===== src/rtl/clk_stop_pkg.sv =====
package clk_stop_pkg;
  typedef enum logic {
    MODE_STOP_PINS = 1'b0,
    MODE_EXTRA_CLK = 1'b1
  } pin_mode_e;

  localparam int unsigned IDX_CPU_FREE  = 0;
  localparam int unsigned IDX_CPU_GATED = 1;
  localparam int unsigned IDX_PCI_FREE  = 2;
  localparam int unsigned IDX_PCI_BASE  = 3;
endpackage


===== src/rtl/csc_strap_latch.sv =====
module csc_strap_latch
  import clk_stop_pkg::*;
(
  input  logic      clk_i,
  input  logic      rst_ni,
  input  logic      strap_i,
  output pin_mode_e mode_o,
  output logic      loaded_o
);
  pin_mode_e mode_q;
  logic      loaded_q;

  always_ff @(posedge clk_i or negedge rst_ni) begin
    if (!rst_ni) begin
      mode_q   <= MODE_EXTRA_CLK;
      loaded_q <= 1'b0;
    end else if (!loaded_q) begin
      mode_q   <= pin_mode_e'(strap_i);
      loaded_q <= 1'b1;
    end
  end

  assign mode_o   = mode_q;
  assign loaded_o = loaded_q;
endmodule


===== src/rtl/csc_settle_timer.sv =====
module csc_settle_timer #(
  parameter int unsigned SETTLE_CYCLES = 32
) (
  input  logic clk_i,
  input  logic rst_ni,
  output logic settled_o
);
  localparam int unsigned CW = $clog2(SETTLE_CYCLES + 1);
  localparam logic [CW-1:0] LIMIT = CW'(SETTLE_CYCLES);

  logic [CW-1:0] cnt_q;

  always_ff @(posedge clk_i or negedge rst_ni) begin
    if (!rst_ni)             cnt_q <= '0;
    else if (cnt_q != LIMIT) cnt_q <= cnt_q + 1'b1;
  end

  assign settled_o = (cnt_q == LIMIT);
endmodule


===== src/rtl/csc_sync2.sv =====
module csc_sync2 #(
  parameter int unsigned WIDTH = 2
) (
  input  logic             clk_i,
  input  logic             rst_ni,
  input  logic [WIDTH-1:0] d_i,
  output logic [WIDTH-1:0] q_o
);
  logic [WIDTH-1:0] s1_q, s2_q;

  // reset to "no stop" so outputs are not requested off by the reset value
  always_ff @(posedge clk_i or negedge rst_ni) begin
    if (!rst_ni) begin
      s1_q <= '1;
      s2_q <= '1;
    end else begin
      s1_q <= d_i;
      s2_q <= s1_q;
    end
  end

  assign q_o = s2_q;
endmodule


===== src/rtl/csc_gate_cell.sv =====
module csc_gate_cell (
  input  logic clk_i,
  input  logic rst_ni,
  input  logic src_i,
  input  logic req_i,
  output logic en_o,
  output logic gclk_o
);
  logic src_q, en_q;

  always_ff @(posedge clk_i or negedge rst_ni) begin
    if (!rst_ni) begin
      src_q <= 1'b0;
      en_q  <= 1'b0;
    end else begin
      src_q <= src_i;
      if (src_q && !src_i) en_q <= req_i;  // load only while source is low
    end
  end

  assign en_o   = en_q;
  assign gclk_o = src_i & en_q;
endmodule


===== src/rtl/clk_stop_ctrl.sv =====
module clk_stop_ctrl
  import clk_stop_pkg::*;
#(
  parameter int unsigned NUM_PCI       = 4,
  parameter int unsigned NUM_EXT       = 2,
  parameter int unsigned SETTLE_CYCLES = 32,
  localparam int unsigned EN_W         = IDX_PCI_BASE + NUM_PCI + NUM_EXT
) (
  input  logic               clk_i,
  input  logic               rst_ni,
  input  logic               strap_mode_i,
  input  logic               cpu_src_i,
  input  logic               pci_src_i,
  input  logic               cpu_stop_ni,
  input  logic               pci_stop_ni,
  input  logic [EN_W-1:0]    en_mask_i,
  output logic               cpu_free_o,
  output logic               cpu_gated_o,
  output logic               pci_free_o,
  output logic [NUM_PCI-1:0] pci_gated_o,
  output logic [NUM_EXT-1:0] pci_ext_o
);
  localparam int unsigned EXT_BASE = IDX_PCI_BASE + NUM_PCI;

  pin_mode_e       mode;
  logic            loaded;
  logic            settled;
  logic [1:0]      stop_n_sync;
  logic            cpu_run, pci_run;
  logic            pci_q, pci_rise;
  logic [EN_W-1:0] allow, req_q, src_vec, en_vec, gclk;

  csc_strap_latch u_strap (
    .clk_i, .rst_ni, .strap_i(strap_mode_i), .mode_o(mode), .loaded_o(loaded)
  );

  csc_settle_timer #(.SETTLE_CYCLES(SETTLE_CYCLES)) u_settle (
    .clk_i, .rst_ni, .settled_o(settled)
  );

  csc_sync2 #(.WIDTH(2)) u_sync (
    .clk_i, .rst_ni, .d_i({cpu_stop_ni, pci_stop_ni}), .q_o(stop_n_sync)
  );

  // stop pins only count when the strap selected them as inputs
  assign cpu_run = (mode == MODE_EXTRA_CLK) || stop_n_sync[1];
  assign pci_run = (mode == MODE_EXTRA_CLK) || stop_n_sync[0];

  always_comb begin
    allow = '0;
    for (int i = 0; i < int'(EN_W); i++) begin
      if (i == IDX_CPU_GATED)     allow[i] = cpu_run;
      else if (i >= EXT_BASE)     allow[i] = (mode == MODE_EXTRA_CLK);
      else if (i >= IDX_PCI_BASE) allow[i] = pci_run;
      else                        allow[i] = 1'b1;
    end
    allow = allow & en_mask_i & {EN_W{settled && loaded}};
  end

  always_ff @(posedge clk_i or negedge rst_ni) begin
    if (!rst_ni) begin
      pci_q <= 1'b0;
      req_q <= '0;
    end else begin
      pci_q <= pci_src_i;
      if (pci_rise) req_q <= allow;
    end
  end

  assign pci_rise = pci_src_i && !pci_q;

  for (genvar g = 0; g < EN_W; g++) begin : g_gate
    if (g < IDX_PCI_FREE) begin : g_cpu
      assign src_vec[g] = cpu_src_i;
    end else begin : g_pci
      assign src_vec[g] = pci_src_i;
    end
    csc_gate_cell u_cell (
      .clk_i, .rst_ni, .src_i(src_vec[g]), .req_i(req_q[g]),
      .en_o(en_vec[g]), .gclk_o(gclk[g])
    );
  end

  assign cpu_free_o  = gclk[IDX_CPU_FREE];
  assign cpu_gated_o = gclk[IDX_CPU_GATED];
  assign pci_free_o  = gclk[IDX_PCI_FREE];
  assign pci_gated_o = gclk[IDX_PCI_BASE +: NUM_PCI];
  assign pci_ext_o   = gclk[EXT_BASE +: NUM_EXT];
endmodule


===== config.mk =====
export PLATFORM = sky130hd
export DESIGN_NAME = clk_stop_ctrl
export DESIGN_NICKNAME = d
export VERILOG_FILES = /design/src/rtl/clk_stop_pkg.sv /design/src/rtl/csc_strap_latch.sv /design/src/rtl/csc_settle_timer.sv /design/src/rtl/csc_sync2.sv /design/src/rtl/csc_gate_cell.sv /design/src/rtl/clk_stop_ctrl.sv
export SDC_FILE = /design/constraint.sdc
export NUM_CORES = 1
export LEC_CHECK = 0
export BUFFER_PORTS_ARGS = -buffer_cell sky130_fd_sc_hd__buf_2
export CAP_MARGIN = 20
export CELL_PAD_IN_SITES_DETAIL_PLACEMENT = 0
export CELL_PAD_IN_SITES_GLOBAL_PLACEMENT = 1
export CORE_ASPECT_RATIO = 0.5
export CORE_MARGIN = 8
export CORE_UTILIZATION = 45
export DETAILED_ROUTE_END_ITERATION = 8
export PLACE_DENSITY_LB_ADDON = 0.05
export SLEW_MARGIN = 40
export SYNTH_ARGS = -nofsm -noshare
export SYNTH_HDL_FRONTEND = slang
export SYNTH_SLANG_ARGS = --single-unit

===== constraint.sdc =====
create_clock -name clk_i -period 2.19 [get_ports clk_i]
set_clock_uncertainty 0.05 [all_clocks]
set_input_delay 0.1095 -clock clk_i [delete_from_list [all_inputs] [get_ports clk_i]]
set_output_delay 0.1095 -clock clk_i [all_outputs]
set_load 0.01 [all_outputs]

==> out/qor.yml, run 1 <==
status: "finished, final reports clean"
initial_core_util_pct: 45.9
ioPinCount: 25
reg2regPathDepth: 5
clock-sinks: 32
cp-start-kind: "primary input"
layout-drive-gt1-share_pct: 35.7
final_core_util_pct: 56.1
die_h_um: 54.6
crit_type: "in -> reg"
synth_compound_area_share_pct: 5.68
clk_pin_slew_ns: 0.06
slew_headroom_pct: 54.2
reg2reg_from: "u_settle.cnt_q[0]$_DFFE_PN0P_"
yosysWarnings: 0
synth_top_family_by_area: "simple AND/OR/NAND/NOR gates"
synth_top_area_share_pct: 50.3
die_area_um2: 5100
drc: 0
clockBufferDepth: 2
synth-async-reset-ratio_pct: 100
area_growth_pct: 22.1
fmax_mhz: 636
grt_pass1_wl_um: 3930
synth_xor_area_share_pct: 3.26
worst_pin_slew_ns: 0.688
worstSetupEndpointType: "flop"
drv_slew: 0
ctsHtreeMaxLevel: 2
rrSetupSlack_ns: 0.78
globalplace.congestion: 0.699
muxShareOfSynthArea_pct: 8.66
hold_slack_ns: 0.0206
synthTopCellsByCount: "dfrtp_1 (27), nand2_1 (13), and2_1 (9), mux2_2 (9), o21ai_0 (7)"
ir_worst_vdd_uv: 381
clock_latency_ns: 0.28
grt_overflow_total: 0
vias: 832
grtUsageTotal_pct: 10.3
drtIter0Drc: 17
crit_fanout: 11
synthAdderAreaFrac_pct: 1.86
setup_tns_ns: 0
period_share_pct: 71.8
grt_pass1_vias: 878
root_buffer: "clkbuf_8"
syn_nets: 129
rsz0062_at_grt: "no"
via_per_inst: 4.62
hpwlAfterDp_um: 1660
core_area_um2: 2930
cp_data_required_time_ns: 2.30
place.port_buffers: 24
hold_viol_final: 0
postCtsSetupRepairBufs: 0
syn_inst: 111
cts_buffers: 5
slowest_stage: "dlygate4sd3_1"
wl_um: 2260
cts_tree: "done"
die-width_um: 93.3
crit_path_max_incr_delay_ns: 0.53
period_needed_ns: 1.57
synthTopCellsByArea: "dfrtp_1 (50%), dfstp_2 (9.8%), mux2_2 (7.5%)"
synth_ff_type: "dfrtp_1"
nNetsFinal: 157
ys_seq_area_share_pct: 60.1
yosys.area.top_type: "dfrtp_1"
power.density_nw_per_um2: 847
synth-seq-cells: 32
row_count: 14
insertedDiodeCount: 0
antenna_found_initial: 0
cp_data_arrival_time_ns: 1.68
wl_per_cell_um: 12.5
leakage_nw: 0.807
cts_resized: 0
setup_viol: 0
worstPathCellList: "dlygate4sd3_1, buf_2, nor2b_1, mux2_2"
synth-edff-count: 0
grt_max_degree: 33
worstHoldPathType: "in -> reg"
first_pass_iters: 4
ant_nets: 0
endpoint: "g_gate[2].u_cell.en_o$_DFFE_PN0P_"
cp-startpoint: "pci_src_i"
maxCapViolations: 0
fillers: 261
rr_endpoint: "req_q[7]$_DFFE_PN0P_"
yosysMostFrequentCell: "dfrtp_1"
avgSynthCellArea_um2: 12.1
synth.distinct_cells: 27
synth_simple_gate_area_share_pct: 14.9
syn_area_um2: 1340
-- critical path, delay by kind of cell --
kind                   cells  cell delay (ns)
buffers and inverters      2             0.70
and+or+nand+nor            1             0.47
muxes                      1             0.40
-- timing repair --
item                       CTS  global route
setup endpoints to repair    0             0
hold buffers                 6             0
hold endpoints to repair    32             0
-- how the worst min path moves through the flow --
stage,startpoint,end,slack [ns],cells after the start
2_1_floorplan,rst_ni,g_gate[0].u_cell.en_o$_DFFE_PN0P_,-0.24,0
3_3_place_gp,rst_ni,u_settle.cnt_q[4]$_DFFE_PN0P_,0.14,1
3_5_place_dp,rst_ni,u_settle.cnt_q[4]$_DFFE_PN0P_,0.14,1
4_1_cts,en_mask_i[6],req_q[6]$_DFFE_PN0P_,0.01,3
5_1_grt,en_mask_i[5],req_q[5]$_DFFE_PN0P_,0.01,3
6_report,en_mask_i[6],req_q[6]$_DFFE_PN0P_,0.02,3
-- metrics by stage --
step / cell area, um2 / instances / power, W / setup WS, ns
after floorplan: 1340 / 111 / 0.000741 / 0.862
after global placement: 1450 / 166 / 0.000782 / 0.786
after detailed placement: 1450 / 166 / 0.000785 / 0.764
after CTS: 1640 / 180 / 0.00141 / 0.577
after global routing: 1640 / 180 / 0.00145 / 0.527
final: 1640 / 180 / 0.00139 / 0.618
-- layer usage --
| layer | track usage, % | up-vias | wire (um) |
|---|---|---|---|
| met5 | 0 | - | 0 |
| met4 | 5.54 | 0 | 27 |
| met3 | 5.20 | 3 | 160 |
| met2 | 16.7 | 15 | 984 |
| met1 | 11.3 | 396 | 1080 |
| li1 | - | 418 | - |
-- logic make-up (layout without fill, tap and decap cells) --
logic type,after synthesis,count (layout)
buffers and inverters,12,41
other,1,1
flip-flops,32,32
AO/OA/AOI/OAI,12,12
AND/OR/NAND/NOR,37,37
adder cells (fa/ha/maj),2,2
multiplexers,10,10
XOR/XNOR,5,5
-- state kept, by name, indices dropped and copies added (netlist names) --
name                 cells
u_settle.cnt_q           6
u_strap.loaded_o         1
req_q                    9
u_sync.s1_q              2
g_gate.u_cell.src_q      2
g_gate.u_cell.en_o       9
u_sync.q_o               2
u_strap.mode_o           1
-- area by class of cell --
type	count	area (um2)	area share, %
multi-input cells	67	465	28.4
clock inverters	1	30.0	1.83
inverters	3	11.3	0.687
clock buffers	7	96.3	5.87
repair buffers	30	180	11.0
flip-flops and latches	32	807	49.2
well taps	40	50.0	3.05
-- cells in the final DEF (no fill, tap or decap), types with 2 or more instances in the layout --
cell / n
a32o_1: 2
and2_1: 9
buf_2: 24
clkbuf_8: 7
dfrtp_1: 27
dfstp_2: 5
dlygate4sd3_1: 6
ha_1: 2
inv_1: 3
mux2_2: 9
nand2_1: 13
nand3_1: 4
nor2_1: 2
nor2b_1: 3
o21ai_0: 7
xnor2_1: 4
-- report_power, final --
group	internal [W]	switching, W	total [W]
clock network	0.000401	0.000211	0.000612
registers	0.000641	0.0000222	0.000664
logic	0.0000609	0.0000534	0.000114
No activity file was read; power rests on OpenSTA's default activity.
==> run 2, diff against run 1 <==
--- a/config.mk
+++ b/config.mk
@@ -11,7 +11,7 @@
 export CELL_PAD_IN_SITES_GLOBAL_PLACEMENT = 1
 export CORE_ASPECT_RATIO = 0.5
 export CORE_MARGIN = 8
-export CORE_UTILIZATION = 45
+export CORE_UTILIZATION = 38
 export DETAILED_ROUTE_END_ITERATION = 8
 export PLACE_DENSITY_LB_ADDON = 0.05
 export SLEW_MARGIN = 40
==> constraint.sdc (replaced) <==
create_clock -name clk_i -period 1.3 [get_ports clk_i]
set_clock_uncertainty 0.05 [all_clocks]
set_input_delay 0.065 -clock clk_i [delete_from_list [all_inputs] [get_ports clk_i]]
set_output_delay 0.065 -clock clk_i [all_outputs]
set_load 0.01 [all_outputs]
==> out/qor.yml, run 2 (synthesized netlist as in run 1, its figures left out) <==
ant_nets: 0  # unchanged
clk_pin_slew_ns: 0.07  # about the same
cp_data_required_time_ns: 1.43  # -0.87 ns
initial_core_util_pct: 39.3  # -6.6 points
grt_pass1_wl_um: 4440  # +13%
comb_power_share_pct: 10.1  # +1.9 points
use_met3_pct: 5.01  # -0.19 points
fillers: 320  # +23%
cp_data_arrival_time_ns: 1.39  # -0.29 ns
whs_endpoint: "req_q[0]$_DFFE_PN0P_"
area_growth_pct: 35.8
power.density_nw_per_um2: 1240  # +47%
row_count: 15  # +1
status: "finished, final reports clean"
antenna_found_initial: 0  # unchanged
rsz0062_at_grt: "yes"
worst-path-buf-inv: 1  # -1
worstPathCellList: "inv_1, ha_2, nand2_2, and2b_2, a32o_1"
p_sw_w: 0.000494  # +72%
crit_path_max_incr_delay_ns: 0.35  # -0.18 ns
busiest_layer: "met2"
die-width_um: 100  # +7.3%
vias: 900  # +8.2%
root_buffer: "clkbuf_8"
min_from: "en_mask_i[0]"
final_common_cell: "dfrtp_1"
wl_per_cell_um: 12.8  # +1.9%
reg2reg_from: "u_settle.cnt_q[1]$_DFFE_PN0P_"
reg2regPathDepth: 5  # unchanged
nNetsFinal: 176  # +12%
ir_worst_vdd_uv: 573  # +50%
grtUsageTotal_pct: 10.2  # -0.19 points
layout-drive-gt1-share_pct: 40.9  # +5.2 points
die_area_um2: 5810  # +14%
grt_overflow_total: 0  # unchanged
insertedDiodeCount: 0  # unchanged
rrSetupSlack_ns: 0.04  # -0.74 ns
ctsHtreeMaxLevel: 2  # unchanged
crit_fanout: 4  # -7
period_share_pct: 97.1
grt_pass1_vias: 962  # +9.6%
drv_slew: 0  # unchanged
clock-sinks: 32  # unchanged
intPower_w: 0.00178  # +61%
power.share.clock_pct: 40.7  # -3.3 points
period_needed_ns: 1.26
seq_area_um2: 807  # unchanged
p_seq_share_pct: 49.2  # +1.4 points
maxCapViolations: 0  # unchanged
via_per_inst: 4.29  # -7.3%
rr_endpoint: "req_q[7]$_DFFE_PN0P_"
grtUsageMet2_pct: 15.9  # -0.78 points
setup_viol: 0  # unchanged
fin_ws_ns: 0.0381  # -0.580 ns
worstSetupEndpointType: "flop"
core_area_um2: 3420  # +17%
worstHoldPathType: "in -> reg"
hpwlAfterDp_um: 1900  # +14%
fmax_mhz: 792
wl_um: 2680  # +19%
place.port_buffers: 24  # unchanged
globalplace.congestion: 0.671  # -4.1%
slowest_stage: "dfrtp_1"
grt_max_degree: 19  # -42%
drc: 0  # unchanged
sw_frac_of_total_pct: 21.7  # +1.1 points
crit_type: "reg -> reg"
leakage_nw: 0.899  # +11%
die_h_um: 58.1  # +6.2%
cp_top_family: "flip-flops"
drtIter0Drc: 13  # -4
first_pass_iters: 2  # -2
clockBufferDepth: 2  # unchanged
cp-start-kind: "flop"
final_cells: 210  # +17%
multiInputGateArea_um2: 483  # +3.8%
met1_usage_pct: 11.5  # +0.18 points
final_cell_mix: "dfrtp_1 (27), buf_2 (24), dlygate4sd3_1 (13), nand2_1 (12), buf_4 (11)"
clock_latency_ns: 0.28  # about the same
p_total_w: 0.00227  # +63%
ioPinCount: 25  # unchanged
cts_tree: "done"
dp.cells: 187  # +13%
cts_buffers: 5  # unchanged
hold_viol_final: 0  # unchanged
whs_path_depth: 3  # unchanged
place_ws_ns: -0.00531  # -0.769 ns
run 2: cell count changes in the layout (fill, tap and decap cells not counted), sizes merged:
cell / before / now
dlygate4sd3: 6 / 13
clkbuf: 7 / 6
buf: 24 / 36
clkinv: 0 / 1
run 2: cell type report:
cell class	count	area share [%]
multi-input cells	67	26.5
inverters	3	0.617
well taps	51	3.50
clock inverters	2	1.92
flip-flops and latches	32	44.2
clock buffers	6	3.98
repair buffers	49	19.3
run 2: how the worst max path moves through the flow:
| stage | start | to | cells past startpoint |
|---|---|---|---|
| floorplan | u_settle.cnt_q[0]$_DFFE_PN0P_ | req_q[7]$_DFFE_PN0P_ | 5 |
| global placement | u_settle.cnt_q[0]$_DFFE_PN0P_ | req_q[8]$_DFFE_PN0P_ | 5 |
| detailed placement | u_settle.cnt_q[0]$_DFFE_PN0P_ | req_q[7]$_DFFE_PN0P_ | 5 |
| CTS | u_settle.cnt_q[1]$_DFFE_PN0P_ | req_q[7]$_DFFE_PN0P_ | 5 |
| global route | u_settle.cnt_q[3]$_DFFE_PN0P_ | u_settle.cnt_q[1]$_DFFE_PN0P_ | 3 |
| finish | u_settle.cnt_q[1]$_DFFE_PN0P_ | req_q[7]$_DFFE_PN0P_ | 5 |
run 2: repair_timing:
| item | 4_1_cts | 5_1_grt |
|---|---|---|
| pin swaps | 0 | 4 |
| setup buffers | 1 | 1 |
| endpoints found under the hold margin | 42 | 0 |
| resized for setup | 0 | 7 |
| setup endpoints to repair | 2 | 15 |
| hold buffers | 13 | 0 |
run 2: power groups by stage:
| stage | logic [W] | clock network (W) | registers (W) |
|---|---|---|---|
| 2_1_floorplan | 0.000126 | 0 | 0.00112 |
| 3_3_place_gp | 0.000197 | 0 | 0.00114 |
| 3_5_place_dp | 0.000199 | 0 | 0.00114 |
| 4_1_cts | 0.000230 | 0.000949 | 0.00112 |
| 5_1_grt | 0.000257 | 0.000991 | 0.00113 |
| 6_report | 0.000229 | 0.000924 | 0.00112 |
run 2: worst min-delay path: cells and delay by family:
kind	cells	cell delay, ns
compound gates	1	0.07
buf+inv	1	0.10
simple gates	1	0.07
run 2: through the flow:
| stage | area (um2) | hold WS, ns | util [%] | TNS (ns) |
|---|---|---|---|---|
| after floorplan | 1350 | -0.281 | - | 0 |
| after global placement | 1560 | -0.0528 | 45.6 | 0 |
| after detailed placement | 1560 | -0.0571 | 45.6 | -0.0106 |
| after CTS | 1800 | 0.00720 | 52.8 | 0 |
| after global routing | 1830 | 0.0221 | 53.4 | -0.0311 |
| final | 1830 | 0.00399 | 53.4 | 0 |
run 2: metal layers:
layer	vias to the layer above	wire length [um]
li1	456	-
met2	14	1230
met3	5	166
met4	0	31
met5	-	0
met1	425	1250
==> run 3, diff against run 2 <==
--- a/config.mk
+++ b/config.mk
@@ -5,13 +5,14 @@
 export SDC_FILE = /design/constraint.sdc
 export NUM_CORES = 1
 export LEC_CHECK = 0
+export ABC_AREA = 1
 export BUFFER_PORTS_ARGS = -buffer_cell sky130_fd_sc_hd__buf_2
 export CAP_MARGIN = 20
 export CELL_PAD_IN_SITES_DETAIL_PLACEMENT = 0
 export CELL_PAD_IN_SITES_GLOBAL_PLACEMENT = 1
 export CORE_ASPECT_RATIO = 0.5
 export CORE_MARGIN = 8
-export CORE_UTILIZATION = 38
+export CORE_UTILIZATION = 37
 export DETAILED_ROUTE_END_ITERATION = 8
 export PLACE_DENSITY_LB_ADDON = 0.05
 export SLEW_MARGIN = 40
==> out/qor.yml, run 3 <==
status: "finished, final reports clean"
cts_tree: "done"
reg2regPathDepth: 7  # +2
row_count: 16  # +1
wl_um: 2580  # -3.6%
clk_pin_slew_ns: 0.06  # about the same
crit_type: "reg -> reg"
clock_latency_ns: 0.28  # about the same
rrSetupSlack_ns: 0.14  # +0.10 ns
place.port_buffers: 24  # unchanged
multiInputGateArea_um2: 487  # +0.78%
grtUsageTotal_pct: 9.54  # -0.62 points
yosysWarnings: 0  # unchanged
synth.distinct_cells: 17  # -37%
root_buffer: "clkbuf_8"
yosys.area.top_type: "dfrtp_1"
clockBufferDepth: 2  # unchanged
maxCapViolations: 0  # unchanged
power.density_nw_per_um2: 1200  # -3.4%
die_h_um: 60.9  # +4.9%
cp-start-kind: "flop"
syn_area_um2: 1490  # +11%
via_per_inst: 4.15  # -3.1%
fin_ws_ns: 0.139  # +0.101 ns
ctsHtreeMaxLevel: 2  # unchanged
die-width_um: 106  # +5.7%
core_area_um2: 3880  # +14%
synth-seq-cells: 32  # unchanged
synthTopCellsByArea: "dfrtp_1 (45%), nand2_1 (13%), dfstp_2 (8.8%)"
hold_viol_final: 0  # unchanged
avgSynthCellArea_um2: 8.72  # -28%
wl_per_cell_um: 9.93  # -22%
whs_path_depth: 1  # -2
worstSetupEndpointType: "flop"
synth-async-reset-ratio_pct: 100  # unchanged
syn_nets: 189  # +47%
fillers: 431  # +35%
insertedDiodeCount: 0  # unchanged
nNetsFinal: 223  # +27%
final_cell_mix: "nand2_1 (50), inv_1 (27), dfrtp_1 (27), buf_2 (24), nand3_1 (18)"
drtIter0Drc: 24  # +11
ys_seq_area_share_pct: 54.1  # -5.9 points
setup_viol: 0  # unchanged
layout-drive-gt1-share_pct: 27.2  # -14 points
hpwlAfterDp_um: 1920  # +1.2%
rr_endpoint: "req_q[4]$_DFFE_PN0P_"
grt_overflow_total: 0  # unchanged
cp_data_arrival_time_ns: 1.33  # -0.06 ns
reg2reg_from: "u_settle.cnt_q[0]$_DFFE_PN0P_"
area_growth_pct: 21.2
drv_slew: 0  # unchanged
drc: 0  # unchanged
cp_data_required_time_ns: 1.47  # +0.04 ns
ioPinCount: 25  # unchanged
vias: 1080  # +20%
syn_inst: 171  # +54%
grt_max_degree: 33  # +14
synth_ff_type: "dfrtp_1"
worstHoldPathType: "in -> reg"
seq_area_um2: 807  # unchanged
initial_core_util_pct: 38.4  # -0.94 points
synthTopCellsByCount: "nand2_1 (50), dfrtp_1 (27), inv_1 (27), nand3_1 (18), nor2_1 (15)"
period_needed_ns: 1.16  # -0.101 ns
ant_nets: 0  # unchanged
final_common_cell: "nand2_1"
min_from: "pci_src_i"
globalplace.congestion: 0.719  # +7.2%
grt_pass1_vias: 1127  # +17%
yosysMostFrequentCell: "nand2_1"
leakage_nw: 1.03  # +15%
antenna_found_initial: 0  # unchanged
synth-edff-count: 0  # unchanged
first_pass_iters: 4  # +2
cp-startpoint: "u_settle.cnt_q[0]$_DFFE_PN0P_"
whs_endpoint: "g_gate[3].u_cell.src_q$_DFF_PN0_"
place_ws_ns: 0.0618  # +0.0671 ns
die_area_um2: 6440  # +11%
cts_buffers: 5  # unchanged
rsz0062_at_grt: "no"
grt_pass1_wl_um: 4730  # +6.5%
period_share_pct: 89.3  # -7.8 points
fmax_mhz: 861  # +8.7%
clock-sinks: 32  # unchanged
synth_top_area_share_pct: 45.3  # -5.0 points
crit_fanout: 9  # +5
ir_worst_vdd_uv: 654  # +14%
setup_tns_ns: 0  # unchanged
[run 3: final cells by class]
type	instances	share of cell area, %
Sequential cell	32	44.6
Multi-Input combinational cell	100	26.9
Timing Repair Buffer	38	13.4
Inverter	28	5.81
Clock buffer	8	5.54
Tap cell	54	3.74
[run 3: worst max path at each step]
stage	slack, ns	end	cells past startpoint
after CTS	0.05	req_q[6]$_DFFE_PN0P_	7
after global placement	0.1	req_q[6]$_DFFE_PN0P_	7
after detailed placement	0.06	req_q[6]$_DFFE_PN0P_	7
final	0.14	req_q[4]$_DFFE_PN0P_	7
after global routing	0.008	req_q[3]$_DFFE_PN0P_	7
after floorplan	0.13	req_q[0]$_DFFE_PN0P_	7
[run 3: cells by family after synthesis]
family | after synthesis | share of synthesized area (%)
AOI/OAI and AO/OA | 7 | 4.11
xor gates and xnor gates | 3 | 1.76
other | 1 | 0.251
muxes | 1 | 0.755
DFF | 32 | 54.1
buffers and inverters | 39 | 13.6
adders and majority gates | 2 | 1.68
and+or+nand+nor | 86 | 23.7
[run 3: metrics by stage]
step | util, % | instances | hold slack, ns | area [um2] | total power (W)
after floorplan | - | 171 | -0.281 | 1490 | 0.00129
after global placement | 42.3 | 246 | 0.0660 | 1640 | 0.00136
after detailed placement | 42.3 | 246 | 0.0622 | 1640 | 0.00137
after CTS | 46.1 | 259 | 0.00484 | 1790 | 0.00221
after global routing | 46.6 | 260 | 0.0232 | 1810 | 0.00230
final | 46.6 | 260 | 0.00388 | 1810 | 0.00217
[run 3: repair_timing]
action / 4_1_cts / 5_1_grt
hold buffers: 5 / 0
buffers inserted: 0 / 1
endpoints found under the hold margin: 31 / 0
resized for setup: 0 / 2
setup endpoints to repair: 0 / 9
[run 3: report_power, final]
part | switching, W | internal (W)
logic | 0.000130 | 0.000104
clock network | 0.000341 | 0.000482
registers | 0.0000380 | 0.00108
[run 3: worst max-delay path, cell delays in order (launching register included)]
cell	delay (ns)
dfrtp_1	0.37
inv_1	0.07
ha_1	0.14
nand2_1	0.08
nor2_4	0.11
buf_6	0.14
nand3_1	0.08
nand2_1	0.06
[run 3: routing by layer]
layer | GRT usage, % | wire (um)
met1 | 10.2 | 1210
met2 | 15.6 | 1140
met3 | 4.56 | 165
met4 | 5.35 | 61
met5 | 0 | 0
